<file path="src/rtl/pfq_pkg.sv">
package pfq_pkg;
    localparam int SEG_W   = 16;
    localparam int PTR_W   = 16;
    localparam int PHYS_W  = 20;
    localparam int SHIFT   = 4;
    localparam int BYTE_W  = 8;
    localparam int BUS_W   = 2 * BYTE_W;

    typedef logic [SEG_W-1:0]  seg_t;
    typedef logic [PTR_W-1:0]  ptr_t;
    typedef logic [PHYS_W-1:0] phys_t;
    typedef logic [BYTE_W-1:0] byte_t;
endpackage

</file>
<file path="src/rtl/pfq_addr.sv">
module pfq_addr
    import pfq_pkg::*;
(
    input  seg_t  seg_i,
    input  ptr_t  ptr_i,
    output phys_t phys_o
);
    always_comb begin
        phys_o = (PHYS_W'(seg_i) << SHIFT) + PHYS_W'(ptr_i);
    end
endmodule

</file>
<file path="src/rtl/pfq_byte_fifo.sv">
module pfq_byte_fifo
    import pfq_pkg::*;
#(
    parameter int DEPTH = 6,
    localparam int CNT_W = $clog2(DEPTH + 1)
) (
    input  logic             clk,
    input  logic             rst_n,
    input  logic             clear_i,
    input  logic [1:0]       push_n_i,
    input  byte_t            push_b0_i,
    input  byte_t            push_b1_i,
    input  logic             pop_i,
    output byte_t            head_o,
    output logic [CNT_W-1:0] count_o
);
    typedef struct packed {
        logic [DEPTH-1:0][BYTE_W-1:0] mem;
        logic [CNT_W-1:0]             cnt;
    } fifo_s;

    fifo_s fifo_d, fifo_q;
    logic [CNT_W-1:0] base;

    always_comb begin
        fifo_d = fifo_q;
        base   = fifo_q.cnt;
        if (pop_i) begin
            for (int i = 0; i < DEPTH - 1; i++) begin
                fifo_d.mem[i] = fifo_q.mem[i+1];
            end
            fifo_d.mem[DEPTH-1] = '0;
            base = fifo_q.cnt - CNT_W'(1);
        end
        for (int i = 0; i < DEPTH; i++) begin
            if (push_n_i != 2'd0 && CNT_W'(i) == base) begin
                fifo_d.mem[i] = push_b0_i;
            end
            if (push_n_i == 2'd2 && CNT_W'(i) == base + CNT_W'(1)) begin
                fifo_d.mem[i] = push_b1_i;
            end
        end
        fifo_d.cnt = base + CNT_W'(push_n_i);
        if (clear_i) begin
            fifo_d.cnt = '0;
        end
    end

    always_ff @(posedge clk or negedge rst_n) begin
        if (!rst_n) begin
            fifo_q <= '0;
        end else begin
            fifo_q <= fifo_d;
        end
    end

    assign head_o  = fifo_q.mem[0];
    assign count_o = fifo_q.cnt;
endmodule

</file>
<file path="src/rtl/prefetch_queue.sv">
module prefetch_queue
    import pfq_pkg::*;
#(
    parameter int   DEPTH     = 6,
    parameter logic [15:0] RESET_SEG = 16'hFFFF,
    parameter logic [15:0] RESET_PTR = 16'h0000
) (
    input  logic        clk,
    input  logic        rst_n,
    input  logic        flush_i,
    input  logic [15:0] flush_seg_i,
    input  logic [15:0] flush_ptr_i,
    output logic        mem_req_o,
    output logic [19:0] mem_addr_o,
    output logic        mem_word_o,
    input  logic        mem_ready_i,
    input  logic [15:0] mem_rdata_i,
    output logic        byte_valid_o,
    output logic [7:0]  byte_o,
    input  logic        byte_ready_i,
    output logic        empty_o,
    output logic        full_o
);
    localparam int CNT_W = $clog2(DEPTH + 1);

    typedef struct packed {
        seg_t seg;
        ptr_t ptr;
    } fetch_s;

    fetch_s fetch_d, fetch_q;

    logic [CNT_W-1:0] count;
    logic [CNT_W-1:0] free_slots;
    logic             want_word;
    logic             want_byte;
    logic             accept;
    logic             pop;
    logic [1:0]       push_n;
    byte_t            push_b0;
    byte_t            push_b1;

    pfq_addr u_addr (
        .seg_i  (fetch_q.seg),
        .ptr_i  (fetch_q.ptr),
        .phys_o (mem_addr_o)
    );

    pfq_byte_fifo #(.DEPTH(DEPTH)) u_fifo (
        .clk       (clk),
        .rst_n     (rst_n),
        .clear_i   (flush_i),
        .push_n_i  (push_n),
        .push_b0_i (push_b0),
        .push_b1_i (push_b1),
        .pop_i     (pop),
        .head_o    (byte_o),
        .count_o   (count)
    );

    always_comb begin
        free_slots   = CNT_W'(DEPTH) - count;
        want_word    = !fetch_q.ptr[0] && (free_slots >= CNT_W'(2));
        want_byte    = fetch_q.ptr[0] && (free_slots >= CNT_W'(1));
        mem_req_o    = (want_word || want_byte) && !flush_i;
        mem_word_o   = want_word;
        accept       = mem_req_o && mem_ready_i;
        push_n       = accept ? (want_word ? 2'd2 : 2'd1) : 2'd0;
        push_b0      = want_word ? mem_rdata_i[7:0] : mem_rdata_i[15:8];
        push_b1      = mem_rdata_i[15:8];
        empty_o      = (count == '0);
        full_o       = (count == CNT_W'(DEPTH));
        byte_valid_o = !empty_o && !flush_i;
        pop          = byte_valid_o && byte_ready_i;

        fetch_d      = fetch_q;
        fetch_d.ptr  = fetch_q.ptr + PTR_W'(push_n);
        if (flush_i) begin
            fetch_d.seg = flush_seg_i;
            fetch_d.ptr = flush_ptr_i;
        end
    end

    always_ff @(posedge clk or negedge rst_n) begin
        if (!rst_n) begin
            fetch_q.seg <= RESET_SEG;
            fetch_q.ptr <= RESET_PTR;
        end else begin
            fetch_q <= fetch_d;
        end
    end
endmodule

</file>
<file path="config.mk">
export PLATFORM = sky130hd
export DESIGN_NAME = prefetch_queue
export DESIGN_NICKNAME = d
export VERILOG_FILES = /design/src/rtl/pfq_pkg.sv /design/src/rtl/pfq_addr.sv /design/src/rtl/pfq_byte_fifo.sv /design/src/rtl/prefetch_queue.sv
export SDC_FILE = /design/constraint.sdc
export NUM_CORES = 1
export LEC_CHECK = 0
export BUFFER_PORTS_ARGS = -buffer_cell sky130_fd_sc_hd__clkbuf_2
export CORE_AREA = 2 2 132 134
export DETAILED_ROUTE_END_ITERATION = 10
export DIE_AREA = 0 0 134 136
export HOLD_SLACK_MARGIN = 0.15
export PLACE_DENSITY = 0.64
export SYNTH_ARGS = -nofsm -noshare
export SYNTH_HDL_FRONTEND = slang
export SYNTH_HIERARCHICAL = 1
export SYNTH_SLANG_ARGS = --single-unit
</file>
<file path="constraint.sdc">
create_clock -name clk -period 8.2 [get_ports clk]
set_input_delay 0 -clock clk [delete_from_list [all_inputs] [get_ports clk]]
set_output_delay 0 -clock clk [all_outputs]
set_load 0.005 [all_outputs]
</file>
=== After elaboration in Yosys (flattened, before gate mapping) ===
Index checks and enable logic that the tools add are counted.

* ROM bits: 0
* Word-level logic and storage cells: 80
* Bits of input ports: 53
* Bits in registers: 83
* Output and inout port bits: 33
* Memory bits (writable): 0
* Latch bits: 0
* Memories: 0

* Bitwise gates (word level): 0
* Multiply operators: 0
* Reduce and logical (&&, ||, !) cells: 32
* $add $sub $neg: 6
* Eq/ne operators: 12
* Multiplexer cells: 19
* Order comparisons: 2
* Div/mod/pow operators: 0
* Shift-type cells: 0

{| class="wikitable"
|+ Operators by type and width
! operator !! count
|-
| 8-bit 2-to-1 mux || 13
|-
| 48-bit 2-to-1 mux || 1
|-
| 20-bit by 16-bit adder with 20-bit output || 1
|-
| 1-bit logical AND || 18
|-
| 3-bit nonzero test || 6
|-
| 16-bit by 2-bit adder with 16-bit output || 1
|-
| 16-bit 2-to-1 mux || 1
|-
| 2-bit by 3-bit == test with 1-bit output, first input constant || 4
|-
| 3-bit == test, first input constant || 4
|-
| 3-bit logical NOT || 3
|-
| 1-bit by 3-bit == test with 1-bit output, first input constant || 2
|-
| 3-bit 2-to-1 mux || 2
|-
| 2-bit 2-to-1 mux || 2
|-
| 3-bit by 1-bit adder with 3-bit output, second input constant || 1
|-
| 3-bit by 2-bit adder with 3-bit output || 1
|-
| 3-bit == test, second input constant || 1
|-
| 3-bit by 1-bit >= comparator with 1-bit output, second input constant || 1
|-
| 3-bit by 2-bit >= comparator with 1-bit output, second input constant || 1
|-
| 1-bit logical NOT || 3
|-
| 3-bit by 1-bit subtractor with 3-bit output, second input constant || 1
|-
| 3-bit subtractor, first input constant || 1
|-
| 2-bit == test, second input constant || 1
|-
| 2-bit nonzero test || 1
|-
| 1-bit logical OR || 1
|}

=== Logic depth before layout (Yosys ltp) ===
Gate-level depths: netlist of the first run.

* Depth in word-level cells: 11
* Gate-level depth with buffers: 16
* Gate-level depth less buffers: 13

=== By module ===
The synthesis of the first run kept the hierarchy.

{| class="wikitable"
|+ Modules (own cells, without submodules)
! module !! area each (µm²) !! cells each !! times used !! seq. area each (µm²)
|-
| pfq_byte_fifo || 3200.6 || 318 || 1 || 1276.2
|-
| prefetch_queue || 1803.0 || 159 || 1 || 820.8
|-
| pfq_addr || 747.0 || 100 || 1 || 0.0
|}

=== Least setup slack after synthesis of the first run ===
Ideal clock, no wire load.

* Path type: reg-to-reg
* Start point: reg u_fifo.fifo_q, in the netlist u_fifo/count_o[0]
* End point: reg u_fifo/fifo_q[35] (netlist name)
* Stages on the path, launching flop included: 16
* Arrival time: 3.397 ns
* Setup slack: 4.677 ns
* Path buffers: 2
* Library setup time: 0.126 ns
* Clock period less this slack: 3.523 ns
* Cell sequence: dfrtp_1 > buf_4 > inv_1 > ha_1 > inv_1 > nor2_1 > nor2_1 > and2_1 > buf_6 > a21boi_0 > nor2_1 > ha_1 > or3b_2 > o31ai_1 > a31oi_1 > a221o_1

{| class="wikitable"
|+ RTL lines
! item !! RTL line !! text
|-
| start: declaration || pfq_byte_fifo.sv:22 || <nowiki>fifo_s fifo_d, fifo_q;</nowiki>
|-
| start signal: assignment || pfq_byte_fifo.sv:53 || <nowiki>fifo_q <= fifo_d;</nowiki>
|-
| 3-bit logical NOT (*) || prefetch_queue.sv:71 || <nowiki>empty_o = (count == '0);</nowiki>
|-
| net empty_o || prefetch_queue.sv:21 || <nowiki>output logic empty_o,</nowiki>
|-
| 1-bit logical NOT (*) || prefetch_queue.sv:73 || <nowiki>byte_valid_o = !empty_o && !flush_i;</nowiki>
|-
| 1-bit logical AND (*) || prefetch_queue.sv:73 ||
|-
| net byte_valid_o || prefetch_queue.sv:18 || <nowiki>output logic byte_valid_o,</nowiki>
|-
| 1-bit logical AND (*) || prefetch_queue.sv:74 || <nowiki>pop = byte_valid_o && byte_ready_i;</nowiki>
|-
| net pop || prefetch_queue.sv:38 || <nowiki>logic pop;</nowiki>
|-
| 3-bit 2-to-1 mux || pfq_byte_fifo.sv:28 || <nowiki>if (pop_i) begin</nowiki>
|-
| 3-bit by 1-bit adder with 3-bit output / 3-bit == test (equally long branches) || pfq_byte_fifo.sv:39, pfq_byte_fifo.sv:36 ||
|-
| 3-bit == test / 1-bit logical AND (equally long branches) || pfq_byte_fifo.sv:39, pfq_byte_fifo.sv:36 ||
|-
| 1-bit logical AND / 8-bit 2-to-1 mux (equally long branches) || pfq_byte_fifo.sv:39, pfq_byte_fifo.sv:36 ||
|-
| 3-bit nonzero test (no source line) / 8-bit 2-to-1 mux (equally long branches) || -- ||
|}

Mark *: on every way through the listed nets, which the timed path passes. The rest lies on a longest branch.
A chain may end at the register's enable or synchronous reset.

=== Final worst setup path of the first run ===
* Start point: reg u_fifo.fifo_q, in the netlist u_fifo/count_o[0]
* End point: reg u_fifo/fifo_q[50] (netlist name)

{| class="wikitable"
|+ RTL lines
! item !! RTL line
|-
| 3-bit logical NOT (*) || prefetch_queue.sv:71
|-
| 1-bit logical NOT (*) || prefetch_queue.sv:73
|-
| 1-bit logical AND (*) || prefetch_queue.sv:73
|-
| 1-bit logical AND (*) || prefetch_queue.sv:74
|-
| net pop || prefetch_queue.sv:38
|-
| 3-bit 2-to-1 mux || pfq_byte_fifo.sv:28
|-
| 3-bit by 1-bit adder with 3-bit output / 3-bit == test (equally long branches) || pfq_byte_fifo.sv:39, pfq_byte_fifo.sv:36
|-
| 3-bit == test / 1-bit logical AND (equally long branches) || pfq_byte_fifo.sv:39, pfq_byte_fifo.sv:36
|-
| 1-bit logical AND / 8-bit 2-to-1 mux (equally long branches) || pfq_byte_fifo.sv:39, pfq_byte_fifo.sv:36
|-
| 3-bit nonzero test (no source line) / 8-bit 2-to-1 mux (equally long branches) || --
|}

Marks and branches as above.

==> impl_metrics.tcl, run 1 <==
set metrics [dict create \
    vias 4851 \
    fmax_mhz 238 \
    yosysTopAreaCell "dfrtp_1" \
    ant_nets 0 \
    syn_area_um2 5750 \
    grtUsageMet1 0.234 \
    power_mw 1.71 \
    cts_setup_buffers 0 \
    synth.most_common_cell "dfrtp_1" \
    gr-total-overflow 0 \
    antenna_found_initial 0 \
    layout_min_cycle_time_ns 4.20 \
    drive_gt1_frac 0.251 \
    synth-main-ff-cell "dfrtp_1" \
    port_buffers 85 \
    yosysUniqueCellTypes 83 \
    start_util 0.341 \
    firstDrtPassIters 5 \
    io_pins 86 \
    cpMostUsedCell "nor2_1" \
    arrival_ns 4.48 \
    drc 0 \
    critPathBufInv 3 \
    period_share 0.513 \
    track_usage 0.172 \
    layout.nets 753 \
    synth_top_cell_area_share 0.292 \
    dpl_cell_area_um2 6220 \
    place_congestion 0.842 \
    final_core_util 0.410 \
    via_per_inst 5.35 \
    synth_area_leaders "dfrtp_1, dfstp_2, ha_1" \
    p_leak_nw 3.06 \
    cts-htree-levels 3 \
    ys_seq_area_frac 0.365 \
    tightest_slew_ns 1.06 \
    status "finished, final reports clean" \
    final_max_slew_viol_count 0 \
    worstSetupStartpointType "flop" \
    wl_per_cell_um 16.8 \
    detail_route.iter0.violations 350 \
    yosysWarnings 6 \
    synth.net_count 654 \
    tns_ns 0 \
    dp_slack_ns 4.08 \
    min_path_type "in -> reg" \
    cts_buffers 9 \
    num_rows 48 \
    worst_slack_ns 4.00 \
    grt_use_met3 0.0380 \
    area_delta_synth_final_pct 20.5 \
    cp_slowest_cell "a211oi_1" \
    relSlewSlack 0.286 \
    cts_sinks 83 \
    critPathMaxStageDelay_ns 0.90 \
    worstSetupPathType "reg -> reg" \
    finalSetupViolCount 0 \
    stdcell_area_um2 6930 \
    fp.dieArea_um2 18200 \
    cpLargestDelayFamily "compound AO/OA/AOI/OAI gates" \
    ir_worst_vdd_v 0.000158 \
    async_reset_ff_frac 1.00 \
    die_h_um 136 \
    clk_pin_slew_ns 0.07 \
    insertion_delay_ns 0.35 \
    hold_violations 0 \
    crit_chain "inv_1 > ha_1 > inv_1 > nor2_1 > nor2_1 > and2_1 > buf_4 > a21boi_0 > nor2_1 > ha_1 > or3b_2 > nor3_1 > a211oi_1 > a221o_1" \
    rrSetupSlack_ns 4.00 \
    use_met2 0.281 \
    p_per_area_nw_per_um2 247 \
    busiest_layer "met2" \
    wirelength_mm 15.2 \
    core_area_um2 16900 \
    grt_max_degree 58 \
    grt_pass1_wl_mm 24.8 \
    cts_buffer_depth 2 \
    rsz0062_at_grt "false" \
    cts_tree "yes" \
    cp.required_ns 8.48 \
    syn_area_per_cell_um2 9.97 \
    yosys-top-cells-count "dfrtp_1, nand2_1, nor2_1, inv_1" \
    num_antenna_cells 0 \
    hpwl_mm 10.7 \
    maxCapViolCount 0 \
    crit_path_max_fanout 30 \
    grt_pass1_vias 4721 \
    die_w_um 134 \
    finalClockSkew_ns 0.00632 \
    ys_ff_latch 83 \
    cp-end-kind "flop" \
    synthCells 577 \
    cts_root_buf "clkbuf_16" \
    synth_enable_flop_cells 0 \
]
[final timing paths]
kind | start | endpoint | depth (start not counted)
setup reg to reg | u_fifo/count_o[0]$_DFF_PN0_ | u_fifo/fifo_q[50]$_DFFE_PN0P_ | 14
max in group asynchronous | rst_n | u_fifo/head_o[0]$_DFFE_PN0P_ | 3
setup / recovery | u_fifo/count_o[0]$_DFF_PN0_ | u_fifo/fifo_q[50]$_DFFE_PN0P_ | 14
hold reg to reg | u_fifo/fifo_q[44]$_DFFE_PN0P_ | u_fifo/fifo_q[36]$_DFFE_PN0P_ | 1
min in group asynchronous | rst_n | fetch_q[16]$_DFFE_PN1P_ | 2
hold / removal | mem_ready_i | fetch_q[1]$_DFF_PN0_ | 4
[cells in the final DEF (no fill, tap or decap), types with 5 or more instances in the layout]
cell	n
dfrtp_1	67
nor4_2	5
o21ai_1	10
a22o_1	8
a221o_1	18
nand3_1	9
xor2_1	9
o21ai_0	15
nor2b_1	7
a221oi_1	25
nor3b_1	5
mux2_1	8
and3_1	12
clkbuf_2	84
mux2_2	17
o31ai_1	20
ha_1	21
nor2_1	34
clkbuf_16	9
xnor2_1	15
nand2_1	52
and4_1	8
a21o_1	7
dlygate4sd3_1	42
dfstp_2	16
a21oi_1	14
nor3_1	8
mux2i_1	25
inv_1	29
[area by class of cell]
| class | instances | area, um^2 |
|---|---|---|
| fill | 1661 | 9950 |
| multi-input combinational | 422 | 3280 |
| sequential | 83 | 2100 |
| timing repair buffer | 130 | 871 |
| tap | 225 | 282 |
| clock buffer | 10 | 239 |
| inverter | 30 | 113 |
| clock inverter | 6 | 48.8 |
[flip-flops by register name, summed over array words and instances, names as in the netlist]
| signal | flops |
|---|---|
| u_fifo/fifo_q | 40 |
| u_fifo/count_o | 3 |
| u_fifo/head_o | 8 |
| fetch_q | 32 |
[what timing repair did]
item / 4_1_cts / 5_1_grt
resized for setup: 0 / 0
hold endpoints to repair: 106 / 0
hold buffers: 42 / 0
[routing by layer]
| metal | up-vias | share of wire |
|---|---|---|
| li1 | 2355 | - |
| met1 | 2325 | 0.47 |
| met2 | 159 | 0.47 |
| met3 | 12 | 0.057 |
| met4 | 0 | 0.011 |
| met5 | - | 0 |
[cell families (layout without fill, tap and decap cells)]
family                   Yosys count  after routing  synth area share
XOR/XNOR                          24             24            0.0366
adder cells (fa/ha/maj)           24             24            0.0561
flip-flops                        83             83             0.365
buffers and inverters             72            176            0.0655
AND/OR/NAND/NOR                  173            173             0.171
multiplexers                      50             50            0.0925
AO/OA/AOI/OAI                    151            151             0.214
[power breakdown]
part / leakage [nW] / switching, mW / internal [mW]
combinational: 1.93 / 0.369 / 0.303
sequential: 0.996 / 0.0999 / 0.540
clock: 0.132 / 0.183 / 0.216
total: 3.06 / 0.652 / 1.06
[tightest hold or removal path, delay by kind of cell]
kind | cells | cell delay [ns]
adder cells (fa/ha/maj) | 1 | 0.17
buffers and inverters | 1 | 0.09
AND/OR/NAND/NOR | 1 | 0.12
AO/OA/AOI/OAI | 1 | 0.09
[stage by stage]
stage / hold WS, ns / std cells
after floorplan: -0.296 / 577
after global placement: -0.0548 / 848
after detailed placement: -0.0521 / 848
after CTS: 0.171 / 906
after global routing: 0.175 / 906
final: 0.172 / 906
No activity file was read; power rests on OpenSTA's default activity.
==> inputs of run 2 (changes only) <==
==> constraint.sdc (replaced) <==
create_clock -name clk -period 4.05 [get_ports clk]
set_input_delay 0 -clock clk [delete_from_list [all_inputs] [get_ports clk]]
set_output_delay 0 -clock clk [all_outputs]
set_load 0.005 [all_outputs]
==> impl_metrics.tcl, run 2 (same netlist as run 1, synthesis figures left out) <==
set metrics [dict create \
    via_per_inst 5.40 \
    wl_per_cell_um 16.6 \
    cp-endpoint "u_fifo/fifo_q[38]$_DFFE_PN0P_" \
    finalClockSkew_ns 0.00698 \
    status "finished, final reports clean" \
    p_leak_nw 3.10 \
    track_usage 0.167 \
    final_max_slew_viol_count 0 \
    place_congestion 0.872 \
    cts_resized 0 \
    crit_chain "inv_1 > ha_1 > inv_1 > nor2_1 > nor2_1 > and2_1 > a21boi_0 > nor2_1 > ha_1 > or3b_2 > a21oi_1 > a22o_1 > a221o_1" \
    ir_worst_vdd_v 0.000349 \
    io_pins 86 \
    worstSetupStartpointType "flop" \
    clk_pin_slew_ns 0.06 \
    largest_reg_flops 40 \
    num_rows 48 \
    fmax_mhz 277 \
    reg2reg_to "u_fifo/fifo_q[38]$_DFFE_PN0P_" \
    rsz0062_at_grt "false" \
    layout.nets 757 \
    p_per_area_nw_per_um2 511 \
    arrival_ns 3.89 \
    crit_path_max_fanout 8 \
    cp_slowest_cell "a21boi_0" \
    wirelength_mm 15.1 \
    relSlewSlack 0.368 \
    worstRegToRegCells 13 \
    hold_violations 0 \
    area_delta_synth_final_pct 21.5 \
    die_w_um 134 \
    dp_slack_ns 0.483 \
    layout_commonest_cell "clkbuf_2" \
    fp.dieArea_um2 18200 \
    port_buffers 85 \
    drive_gt1_frac 0.255 \
    detail_route.iter0.violations 505 \
    fill_cells 1632 \
    final_cell_mix "clkbuf_2, dfrtp_1, nand2_1" \
    top_register "u_fifo/fifo_q" \
    final_core_util 0.414 \
    cts_tree "yes" \
    grt_pass1_vias 4737 \
    worstSetupPathType "reg -> reg" \
    cp-end-kind "flop" \
    timing.rr.start "u_fifo/count_o[0]$_DFF_PN0_" \
    num_antenna_cells 0 \
    power_mw 3.57 \
    grt_pass1_wl_mm 24.3 \
    cts-htree-levels 3 \
    holdPathStages 4 \
    period_share 0.892 \
    tns_ns 0 \
    cts_buffer_depth 2 \
    cts_root_buf "clkbuf_16" \
    ant_nets 0 \
    core_area_um2 16900 \
    crit_start "u_fifo/count_o[0]$_DFF_PN0_" \
    tightest_slew_ns 0.948 \
    critPathMaxStageDelay_ns 0.58 \
    drc 0 \
    gr-total-overflow 0 \
    ctsHoldBuffers 41 \
    hpwl_mm 10.6 \
    insertion_delay_ns 0.34 \
    rrSetupSlack_ns 0.44 \
    start_util 0.341 \
    layout_min_cycle_time_ns 3.61 \
    worst_slack_ns 0.435 \
    cts_setup_buffers 0 \
    finalSetupViolCount 0 \
    firstDrtPassIters 5 \
    maxCapViolCount 0 \
    cts_buffers 9 \
    min_path_type "in -> reg" \
    cpMostUsedCell "nor2_1" \
    antenna_found_initial 0 \
    die_h_um 136 \
    cp.required_ns 4.33 \
    grt_max_degree 57 \
    cts_sinks 83 \
    vias 4916 \
]
==> run 2: metal layers <==
metal / global-route usage / vias up / part of all wire
met1: 0.229 / 2352 / 0.46
met4: 0.0449 / 0 / 0.015
met5: 0 / - / 0
met3: 0.0350 / 23 / 0.056
met2: 0.270 / 188 / 0.46
li1: - / 2353 / -
==> run 2: critical path: cells and delay by family, from the launching register on <==
kind                       cells  cell delay [ns]
and+or+nand+nor                5             1.10
DFF                            1             0.37
AOI/OAI and AO/OA              4             1.44
adders and majority gates      2             0.50
buffers and inverters          2             0.13
==> run 2: final cells by class <==
class,count,area (um^2),share of cell area
Multi-Input combinational cell,422,3280,0.469
Sequential cell,83,2100,0.300
Timing Repair Buffer,134,898,0.129
Tap cell,225,282,0.0403
Clock buffer,10,229,0.0328
Inverter,30,113,0.0161
Clock inverter,6,90.1,0.0129
==> run 2: how the worst min path moves through the flow <==
stage / startpoint / end / slack [ns]
global route: mem_ready_i / fetch_q[1]$_DFF_PN0_ / 0.19
detailed placement: rst_n / fetch_q[5]$_DFF_PN0_ / 0.12
CTS: mem_ready_i / fetch_q[1]$_DFF_PN0_ / 0.17
finish: mem_ready_i / fetch_q[1]$_DFF_PN0_ / 0.17
floorplan: rst_n / fetch_q[0]$_DFF_PN0_ / -0.30
global placement: rst_n / fetch_q[6]$_DFF_PN0_ / 0.12
==> run 2: metrics by stage <==
stage / hold slack (ns) / cells / area, um^2
after CTS: 0.166 / 910 / 6990
after floorplan: -0.296 / 577 / 5750
after global routing: 0.191 / 910 / 6990
final: 0.171 / 910 / 6990
after global placement: 0.119 / 853 / 6260
after detailed placement: 0.119 / 853 / 6260
==> run 2: power breakdown <==
part           internal (mW)  leakage, nW  total, mW  switching, mW
logic                  0.626         1.95       1.40          0.775
clock network          0.542        0.153      0.897          0.355
registers               1.09        0.996       1.27          0.179
total                   2.26         3.10       3.57           1.31
==> inputs of run 3 (changes only) <==
--- a/config.mk
+++ b/config.mk
@@ -10,7 +10,6 @@
 export DETAILED_ROUTE_END_ITERATION = 10
 export DIE_AREA = 0 0 134 136
 export HOLD_SLACK_MARGIN = 0.15
-export PLACE_DENSITY = 0.64
 export SYNTH_ARGS = -nofsm -noshare
 export SYNTH_HDL_FRONTEND = slang
 export SYNTH_HIERARCHICAL = 1
==> constraint.sdc (replaced) <==
create_clock -name clk -period 4.7 [get_ports clk]
set_input_delay 0 -clock clk [delete_from_list [all_inputs] [get_ports clk]]
set_output_delay 0 -clock clk [all_outputs]
set_load 0.005 [all_outputs]
==> impl_metrics.tcl, run 3 (same netlist as run 1, synthesis figures left out) <==
set metrics [dict create \
    cts_sinks 83 \
    p_per_area_nw_per_um2 446 \
    power_mw 3.11 \
    wl_per_cell_um 17.9 \
    wirelength_mm 16.3 \
    track_usage 0.181 \
    fill_cells 1619 \
    maxCapViolCount 0 \
    top_register "u_fifo/fifo_q" \
    relSlewSlack 0.328 \
    gr-total-overflow 0 \
    die_h_um 136 \
    detail_route.iter0.violations 514 \
    io_pins 86 \
    cts_buffer_depth 2 \
    grt_pass1_vias 5027 \
    port_buffers 85 \
    firstDrtPassIters 5 \
    antenna_found_initial 0 \
    place_congestion 0.848 \
    status "finished, final reports clean" \
    rrSetupSlack_ns 0.57 \
    layout_commonest_cell "clkbuf_2" \
    final_max_slew_viol_count 0 \
    ir_worst_vdd_v 0.000276 \
    dpl_cell_area_um2 6230 \
    cts_tree "yes" \
    tns_ns 0 \
    num_rows 48 \
    layout_min_cycle_time_ns 4.13 \
    cp.required_ns 4.98 \
    start_util 0.341 \
    cp-end-kind "flop" \
    hold_violations 0 \
    worst_slack_ns 0.565 \
    dp_slack_ns 0.645 \
    stdcell_area_um2 6980 \
    final_core_util 0.414 \
    clk_pin_slew_ns 0.06 \
    drc 0 \
    min_path_type "in -> reg" \
    ant_nets 0 \
    insertion_delay_ns 0.34 \
    hpwl_mm 11.5 \
    finalClockSkew_ns 0.00386 \
    crit_path_max_fanout 24 \
    tightest_slew_ns 1.00 \
    fp.dieArea_um2 18200 \
    seq_area_um2 2100 \
    multi_input_area_um2 3280 \
    final_cell_mix "clkbuf_2, dfrtp_1, nand2_1" \
    finalSetupViolCount 0 \
    grt_pass1_wl_mm 26.1 \
    arrival_ns 4.41 \
    layout.nets 755 \
    cts_buffers 9 \
    cts_root_buf "clkbuf_16" \
    p_leak_nw 3.09 \
    via_per_inst 5.57 \
    area_delta_synth_final_pct 21.4 \
    fmax_mhz 242 \
    worstSetupPathType "reg -> reg" \
    num_antenna_cells 0 \
    rsz0062_at_grt "false" \
    worstSetupStartpointType "flop" \
    cts-htree-levels 3 \
    drive_gt1_frac 0.253 \
    die_w_um 134 \
    largest_reg_flops 40 \
    vias 5060 \
    grt_max_degree 66 \
    period_share 0.880 \
    core_area_um2 16900 \
]
==> run 3: cell types whose count changed in the layout (fill, tap and decap cells not counted), sizes merged <==
| cell | delta |
|---|---|
| buf | -3 |
| clkbuf | -1 |
| clkinv | -2 |
| clkinvlp | +1 |
| dlygate4sd3 | +1 |
| inv | +2 |
==> run 3: through the flow <==
stage | cells | hold slack (ns)
after floorplan | 577 | -0.296
after global placement | 850 | -0.106
after detailed placement | 850 | -0.103
after CTS | 908 | 0.166
after global routing | 908 | 0.234
final | 908 | 0.165
==> run 3: cell type report <==
class                      count  share of cell area
clock buffer                   9              0.0323
inverter                      30              0.0161
clock inverter                 7              0.0143
tap                          225              0.0403
multi-input combinational    422               0.470
sequential                    83               0.300
timing repair buffer         132               0.127
==> run 3: power breakdown <==
| part | leakage (nW) | switching, mW | internal, mW | total (mW) |
|---|---|---|---|---|
| sequential | 0.996 | 0.170 | 0.943 | 1.11 |
| combinational | 1.94 | 0.680 | 0.535 | 1.21 |
| clock | 0.154 | 0.312 | 0.470 | 0.783 |
| total | 3.09 | 1.16 | 1.95 | 3.11 |
==> run 3: what timing repair did <==
action | CTS | global route
endpoints found under the setup margin | 0 | 0
resized for setup | 0 | 0
hold buffers | 42 | 0
hold endpoints to repair | 102 | 0
buffers inserted | 0 | 0
==> run 3: path summary, 6_finish.rpt <==
check / endpoint / cells after the start / start
max reg2reg: u_fifo/fifo_q[40]$_DFFE_PN0P_ / 14 / u_fifo/count_o[1]$_DFF_PN0_
max in group asynchronous: u_fifo/fifo_q[13]$_DFFE_PN0P_ / 3 / rst_n
min in group asynchronous: fetch_q[31]$_DFFE_PN1P_ / 2 / rst_n
min: fetch_q[1]$_DFF_PN0_ / 4 / mem_ready_i
max: u_fifo/fifo_q[40]$_DFFE_PN0P_ / 14 / u_fifo/count_o[1]$_DFF_PN0_
min reg2reg: u_fifo/fifo_q[35]$_DFFE_PN0P_ / 1 / u_fifo/fifo_q[43]$_DFFE_PN0P_
==> run 3: critical path, cell delays in order, from the launching register on <==
cell and delay, ns:
dfrtp_1 0.64, inv_1 0.13, ha_1 0.23, inv_1 0.06
nor2_1 0.04, nor2_1 0.14, and2_1 0.30, buf_4 0.35
or3b_4 0.44, nand2_1 0.08, ha_1 0.24, or3b_2 0.50
a21oi_1 0.54, a22o_1 0.24, a221o_1 0.12
==> run 3: per-layer routing <==
metal | part of all wire | track usage
met5 | 0 | 0
met4 | 0.013 | 0.0502
met3 | 0.066 | 0.0455
met2 | 0.48 | 0.312
met1 | 0.44 | 0.226
